### src/rtl/fskd_pkg.sv
package fskd_pkg;

    localparam int COEF_W = 18;
    localparam int COEF_F = 14;
    localparam int ACC_W  = 32;

    typedef enum logic {ROLE_ANSWER = 1'b0, ROLE_ORIG = 1'b1} role_e;
    typedef enum logic {PATH_SPACE = 1'b0, PATH_MARK = 1'b1} path_e;

    typedef logic signed [COEF_W-1:0] coef_t;
    typedef logic signed [ACC_W-1:0]  acc_t;

    typedef struct packed {
        coef_t fb1;
        coef_t fb2;
    } reso_coef_t;

    typedef struct packed {
        logic vld;
        logic pos;
    } lim_t;

    typedef struct packed {
        logic vld;
        acc_t y;
    } reso_out_t;

    // Pole radius 0.98 at 9600 samples/s; fb1 = 2r*cos(w), fb2 = r^2, both Q14.
    function automatic reso_coef_t tone_coef(role_e role, path_e path);
        reso_coef_t c;
        c.fb2 = coef_t'(15735);
        case ({role, path})
            {ROLE_ANSWER, PATH_SPACE}: c.fb1 = coef_t'(24555); // 1070 Hz
            {ROLE_ANSWER, PATH_MARK }: c.fb1 = coef_t'(21643); // 1270 Hz
            {ROLE_ORIG,   PATH_SPACE}: c.fb1 = coef_t'(7803);  // 2025 Hz
            default:                   c.fb1 = coef_t'(3670);  // 2225 Hz
        endcase
        return c;
    endfunction

    function automatic logic [ACC_W-1:0] mag(acc_t v);
        return v[ACC_W-1] ? ACC_W'(-v) : ACC_W'(v);
    endfunction

endpackage

### src/rtl/fskd_limiter.sv
module fskd_limiter
    import fskd_pkg::*;
#(
    parameter int SMP_W   = 16,
    parameter int LIM_REF = 0
) (
    input  logic             clk,
    input  logic             rst,
    input  logic             in_vld,
    input  logic [SMP_W-1:0] in_smp,
    output lim_t             q
);
    localparam logic signed [SMP_W-1:0] REF_S = SMP_W'(LIM_REF);

    logic signed [SMP_W-1:0] smp_s;
    assign smp_s = in_smp;

    always_ff @(posedge clk) begin
        if (rst) begin
            q <= '0;
        end else begin
            q.vld <= in_vld;
            if (in_vld) begin
                q.pos <= (smp_s >= REF_S);
            end
        end
    end

    // one limited symbol per valid sample, one cycle later
    p_lim_strobe_r1: assert property (@(posedge clk) disable iff (rst)
        in_vld |=> q.vld);
    p_lim_idle_r7: assert property (@(posedge clk) disable iff (rst)
        !in_vld |=> (!q.vld && $stable(q.pos)));
endmodule

### src/rtl/fskd_resonator.sv
module fskd_resonator
    import fskd_pkg::*;
#(
    parameter path_e PATH = PATH_SPACE
) (
    input  logic      clk,
    input  logic      rst,
    input  lim_t      lin,
    input  role_e     role,
    output reso_out_t q
);
    localparam int PROD_W = ACC_W + COEF_W;
    localparam acc_t ONE  = acc_t'(1) <<< COEF_F;

    reso_coef_t cf;
    coef_t      k1, k2;
    acc_t       y1, y2, x_in, y_new;
    logic signed [PROD_W-1:0] p1, p2;
    logic       vld_q;

    always_comb begin
        cf    = tone_coef(role, PATH);
        k1    = cf.fb1;
        k2    = cf.fb2;
        x_in  = lin.pos ? ONE : -ONE;
        p1    = PROD_W'(k1) * PROD_W'(y1);
        p2    = PROD_W'(k2) * PROD_W'(y2);
        y_new = x_in + ACC_W'(p1 >>> COEF_F) - ACC_W'(p2 >>> COEF_F);
    end

    always_ff @(posedge clk) begin
        if (rst) begin
            y1    <= '0;
            y2    <= '0;
            vld_q <= 1'b0;
        end else begin
            vld_q <= lin.vld;
            if (lin.vld) begin
                y2 <= y1;
                y1 <= y_new;
            end
        end
    end

    assign q = '{vld: vld_q, y: y1};

    // the delay line shifts by exactly one sample per valid symbol
    p_res_shift_r2: assert property (@(posedge clk) disable iff (rst)
        lin.vld |=> (y2 == $past(y1)));
    // no symbol, no state change
    p_res_quiet_r7: assert property (@(posedge clk) disable iff (rst)
        !lin.vld |=> ($stable(y1) && $stable(y2)));
endmodule

### src/rtl/fskd_energy.sv
module fskd_energy
    import fskd_pkg::*;
#(
    parameter int DECAY   = 5,
    parameter int RECT_SH = 8,
    parameter int E_W     = ACC_W + DECAY
) (
    input  logic           clk,
    input  logic           rst,
    input  reso_out_t      din,
    output logic [E_W-1:0] e,
    output logic           e_vld
);
    logic [ACC_W-1:0] rect;
    logic [E_W-1:0]   e_next;

    always_comb begin
        rect   = mag(din.y) >> RECT_SH;
        e_next = e - (e >> DECAY) + E_W'(rect);
    end

    always_ff @(posedge clk) begin
        if (rst) begin
            e     <= '0;
            e_vld <= 1'b0;
        end else begin
            e_vld <= din.vld;
            if (din.vld) begin
                e <= e_next;
            end
        end
    end

    // with nothing rectified the integrator only leaks
    p_leak_only_r3: assert property (@(posedge clk) disable iff (rst)
        (din.vld && rect == '0) |=> (e <= $past(e)));
    // energy frozen between samples
    p_energy_quiet_r7: assert property (@(posedge clk) disable iff (rst)
        !din.vld |=> $stable(e));
endmodule

### src/rtl/fsk_discrim.sv
module fsk_discrim
    import fskd_pkg::*;
#(
    parameter int SMP_W   = 16,
    parameter int LIM_REF = 0,
    parameter int DECAY   = 5,
    parameter int RECT_SH = 8
) (
    input  logic             clk,
    input  logic             rst,
    input  logic             smp_valid,
    input  logic [SMP_W-1:0] smp_data,
    input  logic             orig_sel,
    output logic             rx_bit
);
    localparam int E_W    = ACC_W + DECAY;
    localparam int NPATH  = 2;

    role_e     role;
    lim_t      lim;
    reso_out_t reso [NPATH];
    logic [E_W-1:0] energy [NPATH];
    logic [NPATH-1:0] e_vld;

    assign role = role_e'(orig_sel);

    fskd_limiter #(.SMP_W(SMP_W), .LIM_REF(LIM_REF)) u_lim (
        .clk    (clk),
        .rst    (rst),
        .in_vld (smp_valid),
        .in_smp (smp_data),
        .q      (lim)
    );

    for (genvar g = 0; g < NPATH; g++) begin : g_path
        fskd_resonator #(.PATH(path_e'(g))) u_res (
            .clk  (clk),
            .rst  (rst),
            .lin  (lim),
            .role (role),
            .q    (reso[g])
        );
        fskd_energy #(.DECAY(DECAY), .RECT_SH(RECT_SH), .E_W(E_W)) u_en (
            .clk   (clk),
            .rst   (rst),
            .din   (reso[g]),
            .e     (energy[g]),
            .e_vld (e_vld[g])
        );
    end

    logic [E_W-1:0] e_mark, e_space;
    logic           cmp_go;
    assign e_mark  = energy[PATH_MARK];
    assign e_space = energy[PATH_SPACE];
    assign cmp_go  = e_vld[PATH_MARK];

    always_ff @(posedge clk) begin
        if (rst) begin
            rx_bit <= 1'b0;
        end else if (cmp_go) begin
            if (e_mark > e_space) begin
                rx_bit <= 1'b1;
            end else if (e_mark < e_space) begin
                rx_bit <= 1'b0;
            end
        end
    end

    // larger mark energy drives a one, larger space energy a zero
    p_mark_wins_r4: assert property (@(posedge clk) disable iff (rst)
        (cmp_go && e_mark > e_space) |=> rx_bit);
    p_space_wins_r4: assert property (@(posedge clk) disable iff (rst)
        (cmp_go && e_mark < e_space) |=> !rx_bit);
    // a tie keeps the previous decision
    p_tie_hold_r5: assert property (@(posedge clk) disable iff (rst)
        (e_mark == e_space) |=> $stable(rx_bit));
    // nothing moves through the pipeline, nothing changes at the output
    p_idle_hold_r7: assert property (@(posedge clk) disable iff (rst)
        (!smp_valid && !lim.vld && !reso[0].vld && !cmp_go) |=> $stable(rx_bit));
    // both paths advance in lock step
    p_paths_aligned_r2: assert property (@(posedge clk) disable iff (rst)
        e_vld[0] == e_vld[1]);
endmodule

### config.mk
export PLATFORM = sky130hd
export DESIGN_NAME = fsk_discrim
export DESIGN_NICKNAME = d
export VERILOG_FILES = /design/src/rtl/fskd_pkg.sv /design/src/rtl/fskd_limiter.sv /design/src/rtl/fskd_resonator.sv /design/src/rtl/fskd_energy.sv /design/src/rtl/fsk_discrim.sv
export SDC_FILE = /design/constraint.sdc
export NUM_CORES = 2
export LEC_CHECK = 0
export BUFFER_PORTS_ARGS = -buffer_cell sky130_fd_sc_hd__buf_4
export CAP_MARGIN = 25
export CORE_MARGIN = 2
export CORE_UTILIZATION = 45
export CTS_BUF_LIST = sky130_fd_sc_hd__clkbuf_4 sky130_fd_sc_hd__clkbuf_8 sky130_fd_sc_hd__clkbuf_16
export DETAILED_ROUTE_END_ITERATION = 10
export PLACE_DENSITY = 0.63
export SLEW_MARGIN = 30
export SYNTH_ARGS = -nofsm -noshare
export SYNTH_HDL_FRONTEND = slang
export SYNTH_SLANG_ARGS = --single-unit
### constraint.sdc
create_clock -name clk -period 43.8 [get_ports clk]
set_input_delay 13.14 -clock clk [delete_from_list [all_inputs] [get_ports clk]]
set_output_delay 13.14 -clock clk [all_outputs]
set_load 0.01 [all_outputs]
==> results_dict.tcl <==
set metrics [dict create \
    status "finished, final reports clean" \
    max_slew.worst_pin.slew_ns 0.941 \
    synthMostInstantiatedCell "inv_1" \
    ys_warn_count 0 \
    netlist_top_cells_count "inv_1 (1841), fa_1 (1226), ha_1 (905), nor2_1 (395), nand2_1 (257)" \
    max_cap_violations 0 \
    fin_crit_ns 23.46 \
    dp_hpwl_mm 120 \
    synth_ff_type "dfxtp_1" \
    clockBufferDepth 3 \
    cts_sinks 207 \
    wl_met3_mm 3.68 \
    diodes 0 \
    setup_ws_ns 20.34 \
    hold_path_class "flip-flop to flip-flop" \
    cts_resized 0 \
    drcViolationCount 0 \
    die_h_um 373 \
    via_per_inst 4.99 \
    wl_per_cell_um 16.5 \
    htree_levels 1 \
    final_nets 8653 \
    routed_wl_mm 137 \
    relSlewSlack_pct 37.2 \
    period_share_pct 53.6 \
    die_w_um 373 \
    grt_pass1_wl_mm 233 \
    cts_buffers 28 \
    synth_seq_cells 207 \
    wl_met2_mm 69.8 \
    row_count 135 \
    drt_iter0_drc 1850 \
    core_sq_um 135000 \
    die-area_sq_um 139000 \
    cpMaxStageDelayCell "fa_1" \
    n_fill_cell 12900 \
    clkLatencyLatePin_ns 0.59 \
    syn_area_sq_um 61200 \
    avgSynthCellArea_sq_um 9.37 \
    finClkSkew_ns 0.0252 \
    async_flop_share_pct 0 \
    cp-end-kind "flip-flop" \
    cts_setup_buffers 0 \
    cp.required_ns 44.30 \
    cp_common_cell "fa_1" \
    track_usage_pct 20.6 \
    ant_nets 0 \
    cts_hold_buf 0 \
    routabilityCongestion 0.905 \
    hold_violations 0 \
    syn_to_final_growth_pct 5.28 \
    cts_tree "built" \
    rsz0062_at_grt "no" \
    synth_edf_count 0 \
    startpoint_type "input port" \
    clockRootBuffer "clkbuf_16" \
    drive_gt1_share_pct 2.21 \
    ios 21 \
    hold_ws_ns 0.488 \
    ff_latch_area_sq_um 4150 \
    worst-path-max-fanout 49 \
    fmax_mhz 42.6 \
    setup_violations 0 \
    highest_layer "met4" \
    drv_slew 0 \
    arrival_ns 23.96 \
    dr.pass1.iters 5 \
    start_util_pct 45.3 \
    vias 41500 \
    synthCells 6526 \
    cts.reportedPaths.clkPinSlew_ns 0.06 \
    synth.distinct_cells 70 \
    multi_input_area_sq_um 49700 \
    yosys.area.top_type "fa_1" \
    setup_tns_ns 0 \
    synth.area.top_cells "fa_1 (40%), ha_1 (19%), inv_1 (11%), dfxtp_1 (6.8%), xnor2_1 (3.6%)" \
    grt_max_degree 109 \
    grt_overflow 0 \
    dp_slack_ns 19.74 \
    grt_pass1_vias 45600 \
    ys_seq_area_share_pct 6.77 \
    port_buffers 5 \
    critPathKind "input port to flip-flop" \
    drt-met1-wl_mm 60.3 \
    worst_path_largest_cell_delay_ns 0.55 \
    yosysTopAreaCellShare_pct 40.1 \
    antenna_found_initial 0 \
]
## cells in the final DEF, fill, tap and decap left out, types with 36 or more instances in the layout
| master | instances |
|---|---|
| inv_1 | 1838 |
| ha_1 | 905 |
| fa_1 | 1226 |
| nand2_1 | 257 |
| nand3_1 | 43 |
| o21a_1 | 45 |
| buf_4 | 48 |
| o21ai_0 | 109 |
| dfxtp_1 | 204 |
| nand2b_1 | 36 |
| nor3_1 | 57 |
| xor2_1 | 100 |
| nor2_1 | 395 |
| mux2i_1 | 154 |
| a21o_1 | 130 |
| nor2b_1 | 51 |
| xnor2_1 | 253 |
| a21oi_1 | 235 |
## critical path: cells and delay by family
kind                     cells  cell delay (ns)
AO/OA/AOI/OAI               17             4.20
adder cells (fa/ha/maj)      9             3.87
AND/OR/NAND/NOR              5             1.16
buffers and inverters        7             1.06
XOR/XNOR                     3             0.45
## registers in the layout (all words and copies together) (netlist names)
register            cells
g_path.u_en.e          74
g_path.u_en.e_vld       1
g_path.u_res.vld_q      1
g_path.u_res.y1        64
g_path.u_res.y2        64
rx_bit                  1
u_lim.q                 2
## metrics by stage
step / cell area (sq um) / instances / utilization (%)
final: 64400 / 8305 / 47.7
after global routing: 64400 / 8305 / 47.7
after CTS: 64400 / 8305 / 47.7
after detailed placement: 63400 / 8253 / 46.9
after global placement: 63400 / 8253 / 46.9
after floorplan: 61300 / 6556 / -
## layer usage
layer,vias to the layer above,GRT usage [%]
met5,-,0
met4,0,5.06
met3,195,1.20
met2,625,37.1
met1,20700,26.9
li1,19900,-
## kinds of logic (layout without fill, tap and decap cells)
logic type      count (synthesis)  count (layout)  share of synthesized area, %
simple gates                  991             991                          7.37
buf+inv                      1976            1944                          12.1
other cells                     2              32                        0.0123
flops                         207             207                          6.77
fa+ha+maj                    2134            2134                          58.7
xor+xnor                      353             353                          5.05
compound gates                708             708                          7.43
mux                           155             155                          2.54
## area by class of cell
| type | count | area share [%] |
|---|---|---|
| clock inverter | 16 | 0.307 |
| multi-input combinational | 4373 | 77.2 |
| sequential | 207 | 6.45 |
| clock buffer | 36 | 1.26 |
| tap | 1781 | 3.46 |
| timing repair buffer | 49 | 0.577 |
| inverter | 1843 | 10.7 |
## final timing paths
check                                     startpoint  depth (start not counted)  slack, ns                                  end
setup reg to reg  g_path[1].u_res.y1[8]$_SDFFE_PP0P_                         39      33.15  g_path[1].u_res.y1[31]$_SDFFE_PP0P_
hold / removal     g_path[1].u_en.e[35]$_SDFFE_PP0P_                          2       0.49    g_path[1].u_en.e[35]$_SDFFE_PP0P_
setup / recovery                            orig_sel                         41      20.34  g_path[1].u_res.y1[31]$_SDFFE_PP0P_
hold reg to reg    g_path[1].u_en.e[35]$_SDFFE_PP0P_                          2       0.49    g_path[1].u_en.e[35]$_SDFFE_PP0P_
Power is left out: the tool's default activity adds up to more than one toggle a clock period on the data nets, which glitch-free logic cannot reach.
